--- src/rtl/dbgm_pkg.sv ---
package dbgm_pkg;

  typedef enum logic [1:0] {
    CAUSE_NONE = 2'b00,
    CAUSE_BP   = 2'b01,
    CAUSE_WP   = 2'b10
  } cause_e;

  typedef enum logic [1:0] {
    WPT_OFF  = 2'b00,
    WPT_RD   = 2'b01,
    WPT_WR   = 2'b10,
    WPT_RDWR = 2'b11
  } wp_type_e;

endpackage

--- src/rtl/dbgm_bp_bank.sv ---
module dbgm_bp_bank #(
  parameter int NUM    = 4,
  parameter int ADDR_W = 32,
  parameter int IW     = 2
) (
  input  logic              clk,
  input  logic              rst,
  input  logic              wr_en,
  input  logic [IW-1:0]     wr_idx,
  input  logic [ADDR_W-1:0] wr_addr,
  input  logic              wr_enable,
  input  logic              fetch_valid,
  input  logic [ADDR_W-1:0] fetch_pc,
  output logic [NUM-1:0]    hit
);

  logic [ADDR_W-1:0] addr_q [NUM];
  logic [NUM-1:0]    en_q;

  for (genvar i = 0; i < NUM; i++) begin : g_slot
    always_ff @(posedge clk) begin
      if (rst) begin
        addr_q[i] <= '0;
        en_q[i]   <= 1'b0;
      end else if (wr_en && (wr_idx == IW'(i))) begin
        addr_q[i] <= wr_addr;
        en_q[i]   <= wr_enable;
      end
    end

    assign hit[i] = fetch_valid && en_q[i] && (addr_q[i] == fetch_pc);

    // a disabled slot never reports a hit
    a_r3_disabled_silent: assert property (@(posedge clk) disable iff (rst)
      !en_q[i] |-> !hit[i]);
    // a hit only appears for a fetch at the stored address
    a_r2_addr_match: assert property (@(posedge clk) disable iff (rst)
      hit[i] |-> (fetch_valid && fetch_pc == addr_q[i]));
  end

endmodule

--- src/rtl/dbgm_wp_bank.sv ---
module dbgm_wp_bank
  import dbgm_pkg::*;
#(
  parameter int NUM    = 4,
  parameter int ADDR_W = 32,
  parameter int IW     = 2
) (
  input  logic              clk,
  input  logic              rst,
  input  logic              wr_en,
  input  logic [IW-1:0]     wr_idx,
  input  logic [ADDR_W-1:0] wr_addr,
  input  logic [1:0]        wr_type,
  input  logic              mem_valid,
  input  logic              mem_write,
  input  logic [ADDR_W-1:0] mem_addr,
  output logic [NUM-1:0]    hit
);

  logic [ADDR_W-1:0] addr_q [NUM];
  wp_type_e          type_q [NUM];

  for (genvar i = 0; i < NUM; i++) begin : g_slot
    logic kind_ok;

    always_ff @(posedge clk) begin
      if (rst) begin
        addr_q[i] <= '0;
        type_q[i] <= WPT_OFF;
      end else if (wr_en && (wr_idx == IW'(i))) begin
        addr_q[i] <= wr_addr;
        type_q[i] <= wp_type_e'(wr_type);
      end
    end

    always_comb begin
      unique case (type_q[i])
        WPT_RD:   kind_ok = !mem_write;
        WPT_WR:   kind_ok = mem_write;
        WPT_RDWR: kind_ok = 1'b1;
        default:  kind_ok = 1'b0;
      endcase
    end

    assign hit[i] = mem_valid && kind_ok && (addr_q[i] == mem_addr);

    // the disabled type never matches
    a_r4_off_silent: assert property (@(posedge clk) disable iff (rst)
      (type_q[i] == WPT_OFF) |-> !hit[i]);
    // a hit needs the exact byte address
    a_r7_exact_byte: assert property (@(posedge clk) disable iff (rst)
      hit[i] |-> (mem_addr == addr_q[i]));
  end

endmodule

--- src/rtl/dbgm_arbiter.sv ---
module dbgm_arbiter
  import dbgm_pkg::*;
(
  input  logic       clk,
  input  logic       rst,
  input  logic       bp_any,
  input  logic       wp_any,
  output logic       dbg_req,
  output logic [1:0] dbg_cause
);

  logic pend_q;

  always_ff @(posedge clk) begin
    if (rst) begin
      dbg_req   <= 1'b0;
      dbg_cause <= CAUSE_NONE;
      pend_q    <= 1'b0;
    end else if (bp_any) begin
      dbg_req   <= 1'b1;
      dbg_cause <= CAUSE_BP;
      pend_q    <= pend_q | wp_any;
    end else if (wp_any || pend_q) begin
      dbg_req   <= 1'b1;
      dbg_cause <= CAUSE_WP;
      pend_q    <= 1'b0;
    end else begin
      dbg_req   <= 1'b0;
      dbg_cause <= CAUSE_NONE;
    end
  end

  // breakpoint match gives breakpoint cause next cycle
  a_r2_bp_cause: assert property (@(posedge clk) disable iff (rst)
    bp_any |=> (dbg_req && dbg_cause == CAUSE_BP));
  // lone watchpoint match gives watchpoint cause next cycle
  a_r6_wp_cause: assert property (@(posedge clk) disable iff (rst)
    (wp_any && !bp_any) |=> (dbg_req && dbg_cause == CAUSE_WP));
  // a deferred watchpoint is reported once no breakpoint competes
  a_r8_deferred: assert property (@(posedge clk) disable iff (rst)
    (pend_q && !bp_any) |=> (dbg_cause == CAUSE_WP));
  a_r8_cause_onehot: assert property (@(posedge clk) disable iff (rst)
    $onehot0(dbg_cause));

endmodule

--- src/rtl/dbgm_unit.sv ---
module dbgm_unit #(
  parameter int NUM_BP = 4,
  parameter int NUM_WP = 4,
  parameter int ADDR_W = 32,
  parameter int IDX_W  = ((NUM_BP > NUM_WP ? NUM_BP : NUM_WP) > 1) ?
                         $clog2(NUM_BP > NUM_WP ? NUM_BP : NUM_WP) : 1
) (
  input  logic                     clk,
  input  logic                     rst,
  input  logic                     cfg_we,
  input  logic                     cfg_is_wp,
  input  logic [IDX_W-1:0]         cfg_idx,
  input  logic [ADDR_W-1:0]        cfg_addr,
  input  logic [1:0]               cfg_mode,
  input  logic                     stat_clr,
  input  logic [NUM_BP+NUM_WP-1:0] stat_clr_mask,
  input  logic                     fetch_valid,
  input  logic [ADDR_W-1:0]        fetch_pc,
  input  logic                     mem_valid,
  input  logic                     mem_write,
  input  logic [ADDR_W-1:0]        mem_addr,
  output logic                     mem_go,
  output logic                     dbg_req,
  output logic [1:0]               dbg_cause,
  output logic [NUM_BP+NUM_WP-1:0] hit_status
);

  localparam int STAT_W = NUM_BP + NUM_WP;

  logic [NUM_BP-1:0] bp_hit;
  logic [NUM_WP-1:0] wp_hit;
  logic [STAT_W-1:0] stat_q;

  dbgm_bp_bank #(.NUM(NUM_BP), .ADDR_W(ADDR_W), .IW(IDX_W)) u_bp (
    .clk        (clk),
    .rst        (rst),
    .wr_en      (cfg_we && !cfg_is_wp),
    .wr_idx     (cfg_idx),
    .wr_addr    (cfg_addr),
    .wr_enable  (cfg_mode[0]),
    .fetch_valid(fetch_valid),
    .fetch_pc   (fetch_pc),
    .hit        (bp_hit)
  );

  dbgm_wp_bank #(.NUM(NUM_WP), .ADDR_W(ADDR_W), .IW(IDX_W)) u_wp (
    .clk      (clk),
    .rst      (rst),
    .wr_en    (cfg_we && cfg_is_wp),
    .wr_idx   (cfg_idx),
    .wr_addr  (cfg_addr),
    .wr_type  (cfg_mode),
    .mem_valid(mem_valid),
    .mem_write(mem_write),
    .mem_addr (mem_addr),
    .hit      (wp_hit)
  );

  dbgm_arbiter u_arb (
    .clk      (clk),
    .rst      (rst),
    .bp_any   (|bp_hit),
    .wp_any   (|wp_hit),
    .dbg_req  (dbg_req),
    .dbg_cause(dbg_cause)
  );

  assign mem_go = mem_valid && (wp_hit == '0);

  always_ff @(posedge clk) begin
    if (rst) stat_q <= '0;
    else     stat_q <= (stat_q & ~(stat_clr ? stat_clr_mask : '0)) | {wp_hit, bp_hit};
  end

  assign hit_status = stat_q;

  // reset leaves no request and an empty status
  a_r1_reset_state: assert property (@(posedge clk)
    $past(rst) |-> (!dbg_req && hit_status == '0));
  // a watchpoint-matched store never proceeds
  a_r5_store_held: assert property (@(posedge clk) disable iff (rst)
    (mem_valid && mem_write && wp_hit != '0) |-> !mem_go);
  // without a clear, status bits only accumulate
  a_r9_sticky: assert property (@(posedge clk) disable iff (rst)
    !stat_clr |=> ((hit_status & $past(hit_status)) == $past(hit_status)));

endmodule

--- config.mk ---
export PLATFORM = sky130hd
export DESIGN_NAME = dbgm_unit
export DESIGN_NICKNAME = d
export VERILOG_FILES = /design/src/rtl/dbgm_pkg.sv /design/src/rtl/dbgm_bp_bank.sv /design/src/rtl/dbgm_wp_bank.sv /design/src/rtl/dbgm_arbiter.sv /design/src/rtl/dbgm_unit.sv
export SDC_FILE = /design/constraint.sdc
export NUM_CORES = 1
export LEC_CHECK = 0
export BUFFER_PORTS_ARGS = -buffer_cell sky130_fd_sc_hd__buf_4
export CORE_ASPECT_RATIO = 0.8
export CORE_MARGIN = 4
export CORE_UTILIZATION = 35
export DETAILED_ROUTE_END_ITERATION = 16
export GPL_TIMING_DRIVEN = 0
export PLACE_DENSITY = 0.57
export SLEW_MARGIN = 20
export SYNTH_ARGS = -nofsm -noshare
export SYNTH_HDL_FRONTEND = slang
export SYNTH_SLANG_ARGS = --single-unit
--- constraint.sdc ---
create_clock -name clk -period 2.7 [get_ports clk]
set_input_delay 0.405 -clock clk [delete_from_list [all_inputs] [get_ports clk]]
set_output_delay 0.405 -clock clk [all_outputs]
set_load 0.01 [all_outputs]
==> results of run 1 <==
-- worst max-delay path, stage by stage (launching register included) --
cell and delay, ns:
edfxtp_1 0.38, xor2_1 0.16, nor4_2 0.44, nand4_1 0.19, or3_4 0.43, and4_4 0.18, and2_4 0.15, buf_6 0.11
-- what timing repair did --
item,4_1_cts,5_1_grt
resized for setup,22,6
setup endpoints to repair,6,3
hold buffers,0,0
pin swaps,9,6
buffers inserted,3,1
-- power breakdown --
part | internal, mW | total (mW) | switching [mW]
registers | 5.03 | 5.14 | 0.114
clock network | 2.52 | 4.29 | 1.77
logic | 0.432 | 1.14 | 0.706
total | 7.98 | 10.6 | 2.59
-- logic make-up after synthesis --
| group | after synthesis | share of synthesized area |
|---|---|---|
| flops | 280 | 0.621 |
| simple gates | 408 | 0.186 |
| xor+xnor | 245 | 0.162 |
| buf+inv | 45 | 0.0134 |
| mux | 3 | 0.00235 |
| compound gates | 32 | 0.0161 |
-- synthesized netlist by cell type (all sizes together) --
library cell,n,share of area
nand4,25,0.012
o21ai,5,0.0019
nand3,10,0.0038
or3,1,0.00047
inv,15,0.0042
and2,265,0.12
nand2,21,0.0059
edfxtp,264,0.60
a31oi,1,0.00047
a211oi,2,0.0011
nor4,52,0.024
mux2i,2,0.0015
a21oi,9,0.0034
and4,1,0.00085
o2111ai,1,0.00066
nand2b,6,0.0028
buf,3,0.0015
o221ai,1,0.00066
nand3b,2,0.0011
or4,2,0.0014
xnor2,71,0.047
xor2,174,0.11
dfxtp,16,0.024
o21bai,8,0.0045
nor2,11,0.0031
mux2,1,0.00085
clkbuf,27,0.0076
o22ai,2,0.00094
a221o,1,0.00075
nor3,6,0.0023
a2111o,2,0.0017
nor2b,6,0.0028
-- state kept, by name, summed over array words and instances (netlist names) --
name	cells
u_bp.addr_q	128
u_arb.pend_q	1
u_arb.dbg_cause	2
u_arb.dbg_req	1
u_wp.addr_q	128
u_wp.type_q	8
u_bp.en_q	4
hit_status	8
-- how the worst max path moves through the flow --
stage	endpoint	cells after the start
final	mem_go	7
after global routing	mem_go	7
after CTS	mem_go	7
after detailed placement	u_arb.pend_q$_SDFFE_PP0P_	7
after global placement	u_wp.addr_q[2][30]$_SDFFCE_PN0P_	4
after floorplan	u_wp.addr_q[0][0]$_SDFFCE_PN0P_	3
-- per-layer routing --
metal / wire (um) / part of all wire / global-route usage
met5: 40 / 0.00096 / 0
met4: 540 / 0.013 / 0.0338
met3: 3200 / 0.077 / 0.0362
met2: 17500 / 0.42 / 0.283
met1: 20400 / 0.49 / 0.322
-- cells in the final DEF (no fill, tap or decap), drive strengths merged, types with 5 or more instances in the layout --
| cell type | instances |
|---|---|
| a21oi | 9 |
| and2 | 265 |
| buf | 138 |
| clkbuf | 75 |
| clkinv | 12 |
| dfxtp | 16 |
| edfxtp | 264 |
| inv | 15 |
| nand2 | 21 |
| nand2b | 6 |
| nand3 | 10 |
| nand4 | 25 |
| nor2 | 11 |
| nor2b | 6 |
| nor3 | 6 |
| nor4 | 52 |
| o21ai | 5 |
| o21bai | 8 |
| xnor2 | 71 |
| xor2 | 174 |
-- area by class of cell --
type                    count  area, um2
fillers                  3437      20900
flip-flops and latches    280       8250
multi-input cells         688       5130
repair buffers            135       1150
clock buffers              48        977
well taps                 487        609
plain buffers              30        121
inverters                  15       56.3
clock inverters            12       53.8
diodes                      1       2.50
-- through the flow --
step           power, mW  utilization
6_report            10.6        0.439
3_3_place_gp        6.27        0.397
5_1_grt             10.9        0.438
3_5_place_dp        6.32        0.405
2_1_floorplan       5.68            -
4_1_cts             10.6        0.437
==> reports/qor.txt, run 1 <==
status - finished, violations left
failing checks - setup timing
Min Hold Slack - 0.187 ns
Final Hold Viols - 0
CP Class - reg2out
first-pass GRT wire length - 59.0 mm
Reg clk slew, reported paths - 0.06 ns
Post-Syn Area - 13300 um2
Fin Clk Skew - 0.0228 ns
Root Driver - clkbuf_16
Remaining DRCs - 0
register area share after synthesis - 0.621
worst-margin pin slew - 1.02 ns
clk sink count - 280
initial DRC count - 1029
Hold Startpoint - stat_clr_mask[5]
Skew-Pair Late Insertion Delay - 0.51 ns
finished layout cell area - 16400 um2
area added between synthesis and finish - 23.1%
num ports - 128
Die Y - 182 um
share of cells above drive strength 1 - 0.183
Routed Antenna Nets - 0
max_slew headroom - 0.313
Critical Path Source Type - flop
Die W - 226 um
DP Wirelength - 31.1 mm
Die Area - 41200 um2
dpl cells - 1631
final setup TNS - -0.263 ns
Via density - 5.00
drt pass-1 iters - 5
Final setup viols - 1
total gr overflow - 0
crit path launch - u_wp.addr_q[1][5]$_SDFFCE_PN0P_
Worst VDD drop - 0.000380 V
# rows - 63
vias in the first global route - 8361
Hold Path Depth - 4
Distinct cells, synth - 34
WL/cell - 24.6 um
worst reg2reg endpoint - u_arb.pend_q$_SDFFE_PP0P_
fin cells - 1696
power per cell area - 646 nW/um2
routed wire length - 41.6 mm
syn_area_per_cell - 13.1 um2
initial core utilization - 0.356
CTS tree - yes
Num CTS Buffers - 34
CP arrival - 2.56 ns
Crit Path Max Fanout - 2
Slew Viols, Final - 0
Cells after Synth - 1013
Reg2Reg Depth - 6
Worst setup EP type - primary output
initial antenna violation count - 3
Max-Cap Viols - 0
P_leak - 5.97 nW
Reg2Reg Launch Point - u_bp.addr_q[1][30]$_SDFFCE_PN0P_
placed cell area - 15100 um2
worst reg2reg setup slack - 0.07 ns
max frequency - 337 MHz
Required @ worst endpoint - 2.30 ns
nets@finish - 1300
CORE AREA - 37300 um2
unrepaired setup endpoints after global routing - yes
DR vias - 8486
Hold Path End - hit_status[5]$_SDFF_PP0_
dpl ws - -0.601 ns
Clock Tree Buf Depth - 3
gp weighted congestion - 0.904
CTS H-Tree Depth - 2
# port buffers - 123
post-synthesis register bit count - 280
largest net degree at the start of global routing - 22
crit share post-route - 1.10
min Tclk post-route - 2.96 ns
GRT Overall Usage - 0.200
Syn. warnings - 0
Hold WC Path Type - in2reg
post-route setup slack - -0.263 ns
Net Count, Synth - 1129
Note: power is estimated with default switching activity, not from simulation.
==> run 2: changes to the inputs <==
--- a/config.mk
+++ b/config.mk
@@ -11,8 +11,9 @@
 export CORE_UTILIZATION = 35
 export DETAILED_ROUTE_END_ITERATION = 16
 export GPL_TIMING_DRIVEN = 0
-export PLACE_DENSITY = 0.57
+export PLACE_DENSITY = 0.6
 export SLEW_MARGIN = 20
 export SYNTH_ARGS = -nofsm -noshare
 export SYNTH_HDL_FRONTEND = slang
 export SYNTH_SLANG_ARGS = --single-unit
+export TNS_END_PERCENT = 10
==> run 2 against run 1 <==
The flow still finishes with violations (setup timing). Cell count decreased by 0.47%. Clock-buffer cell count decreased by 9. Design area decreased by 0.68%. Critical path type unchanged. Largest cell class unchanged.
==> reports/qor.txt, run 2 (synthesis results as in run 1) <==
Die Area - 41200 um2 (unchanged)
Top Family by Delay on Critical Path - simple AND/OR/NAND/NOR gates
Critical Path Source Type - flop
worst-margin pin slew - 0.984 ns (-0.0397 ns)
worst reg2reg endpoint - u_arb.pend_q$_SDFFE_PP0P_
max frequency - 329 MHz (-2.6%)
Top cell by count, worst path - nand4_1
Final setup viols - 1 (unchanged)
Num CTS Buffers - 30 (-12%)
Routed Antenna Nets - 0 (unchanged)
Skew-Pair Late Insertion Delay - 0.57 ns (+0.06 ns)
Worst VDD drop - 0.000429 V (+13%)
initial DRC count - 859 (-17%)
min Tclk post-route - 3.04 ns (+0.0785 ns)
# rows - 63 (unchanged)
Remaining DRCs - 0 (unchanged)
area of the multi-input gates - 5130 um2 (about the same)
Die W - 226 um (unchanged)
Reg clk slew, reported paths - 0.06 ns (about the same)
max_slew headroom - 0.339 (+0.0267)
CP Class - reg2out
routed wire length - 40.5 mm (-2.7%)
Required @ worst endpoint - 2.30 ns (about the same)
Largest stage delay, worst path - 0.51 ns (+0.07 ns)
DR vias - 8466 (-0.24%)
post-route setup slack - -0.342 ns (-0.0785 ns)
first-pass GRT wire length - 57.7 mm (-2.2%)
# port buffers - 123 (unchanged)
cell depth of the worst setup path - 7 (unchanged)
failing checks - setup timing
top flop regs - u_bp.addr_q: 128 flops, u_wp.addr_q: 128 flops
DP Wirelength - 30.9 mm (-0.82%)
CORE AREA - 37300 um2 (unchanged)
gp weighted congestion - 0.896 (-0.86%)
initial core utilization - 0.356 (unchanged)
unrepaired setup endpoints after global routing - yes
Final Hold Viols - 0 (unchanged)
Slew Viols, Final - 0 (unchanged)
power per cell area - 627 nW/um2 (-3.0%)
vias in the first global route - 8396 (+0.42%)
Clock Tree Buf Depth - 3 (unchanged)
finished layout cell area - 16200 um2 (-0.68%)
WP buf/inv - 1 (unchanged)
Die Y - 182 um (unchanged)
P_leak - 5.90 nW (-1.2%)
Reg2Reg Depth - 6 (unchanged)
Worst setup EP type - primary output
Tot Pwr - 10.2 mW (-3.6%)
initial antenna violation count - 4 (+1)
Setup crit end - mem_go
fillers - 3376 (-1.8%)
CP arrival - 2.64 ns (+0.08 ns)
largest net degree at the start of global routing - 25 (+14%)
Reg2Reg Launch Point - u_bp.addr_q[2][10]$_SDFFCE_PN0P_
Root Driver - clkbuf_16
most frequent cells in the layout - and2_1, edfxtp_1, xor2_1
CTS H-Tree Depth - 1 (-1)
GRT Overall Usage - 0.194 (-0.00597)
nets@finish - 1295 (-0.38%)
worst reg2reg setup slack - 0.17 ns (+0.10 ns)
crit path launch - u_wp.addr_q[2][8]$_SDFFCE_PN0P_
CTS tree - yes
Crit Path Max Fanout - 2 (unchanged)
Via density - 5.02 (+0.24%)
area added between synthesis and finish - 22.3%
register area - 8250 um2 (unchanged)
Hold Buf Count CTS - 0 (unchanged)
dpl ws - -0.680 ns (-0.0793 ns)
placed cell area - 15100 um2 (unchanged)
Hold WC Path Type - in2reg
CP Cell Sequence - xnor2_1, nand4_1, nor4_1, nand4_1, and4_4, and2_4, buf_6
drt pass-1 iters - 5 (unchanged)
status - finished, violations left
Slowest-stage cell, CP - xnor2_1
total gr overflow - 0 (unchanged)
clk sink count - 280 (unchanged)
Fin Clk Skew - 0.0202 ns (-0.00263 ns)
WL/cell - 24.0 um (-2.2%)
crit share post-route - 1.13 (+0.0291)
share of cells above drive strength 1 - 0.179 (-0.00363)
Max-Cap Viols - 0 (unchanged)
num ports - 128 (unchanged)
## run 2: cell types whose count changed in the layout (fill, tap and decap cells not counted), sizes merged
cell / change
clkinv: -1
clkinvlp: +1
bufinv: +1
diode: +1
buf: -1
clkbuf: -9
## run 2: area by class of cell
| class | instances | area share |
|---|---|---|
| flip-flops and latches | 280 | 0.508 |
| multi-input cells | 688 | 0.316 |
| repair buffers | 134 | 0.0707 |
| clock buffers | 39 | 0.0508 |
| well taps | 487 | 0.0375 |
| plain buffers | 30 | 0.00747 |
| clock inverters | 13 | 0.00593 |
| inverters | 15 | 0.00347 |
| diodes | 2 | 0.000308 |
## run 2: what timing repair did
action	CTS	global route
pin swaps	13	5
endpoints found under the setup margin	6	3
buffers inserted	3	0
gates resized for setup	27	1
## run 2: stage by stage
step,utilization,cells,TNS (ns),hold WS [ns]
2_1_floorplan,-,1013,0,0.445
3_3_place_gp,0.397,1623,-335.10,0.452
3_5_place_dp,0.405,1631,-3.01,0.457
4_1_cts,0.435,1686,-0.314,0.108
5_1_grt,0.435,1686,-0.401,0.137
6_report,0.436,1688,-0.342,0.133
## run 2: worst min path at each step
stage | startpoint | endpoint | slack [ns] | cells past startpoint
final | stat_clr_mask[7] | hit_status[7]$_SDFF_PP0_ | 0.13 | 4
after global routing | cfg_mode[1] | u_wp.type_q[2][1]$_SDFFCE_PN0P_ | 0.14 | 2
after CTS | stat_clr_mask[6] | hit_status[6]$_SDFF_PP0_ | 0.11 | 4
after detailed placement | hit_status[6]$_SDFF_PP0_ | hit_status[6]$_SDFF_PP0_ | 0.46 | 2
after global placement | hit_status[7]$_SDFF_PP0_ | hit_status[7]$_SDFF_PP0_ | 0.45 | 2
after floorplan | u_bp.en_q[0]$_SDFFE_PP0P_ | u_bp.en_q[0]$_SDFFE_PP0P_ | 0.45 | 2
## run 2: layer usage
metal	vias to the layer above	track usage	part of all wire
met1	4201	0.290	0.46
li1	3860	-	-
met3	63	0.0597	0.10
met5	-	0	0.0010
met2	336	0.278	0.42
met4	6	0.0402	0.021
## run 2: power breakdown
group	internal (mW)	switching, mW	total, mW
combinational	0.431	0.697	1.13
sequential	5.03	0.114	5.14
clock	2.22	1.69	3.91
## run 2: worst register-to-register path: cells and delay by family, from the launching register on
kind | cells | cell delay (ns)
simple gates | 4 | 1.55
compound gates | 1 | 0.24
xor+xnor | 1 | 0.25
flops | 1 | 0.39
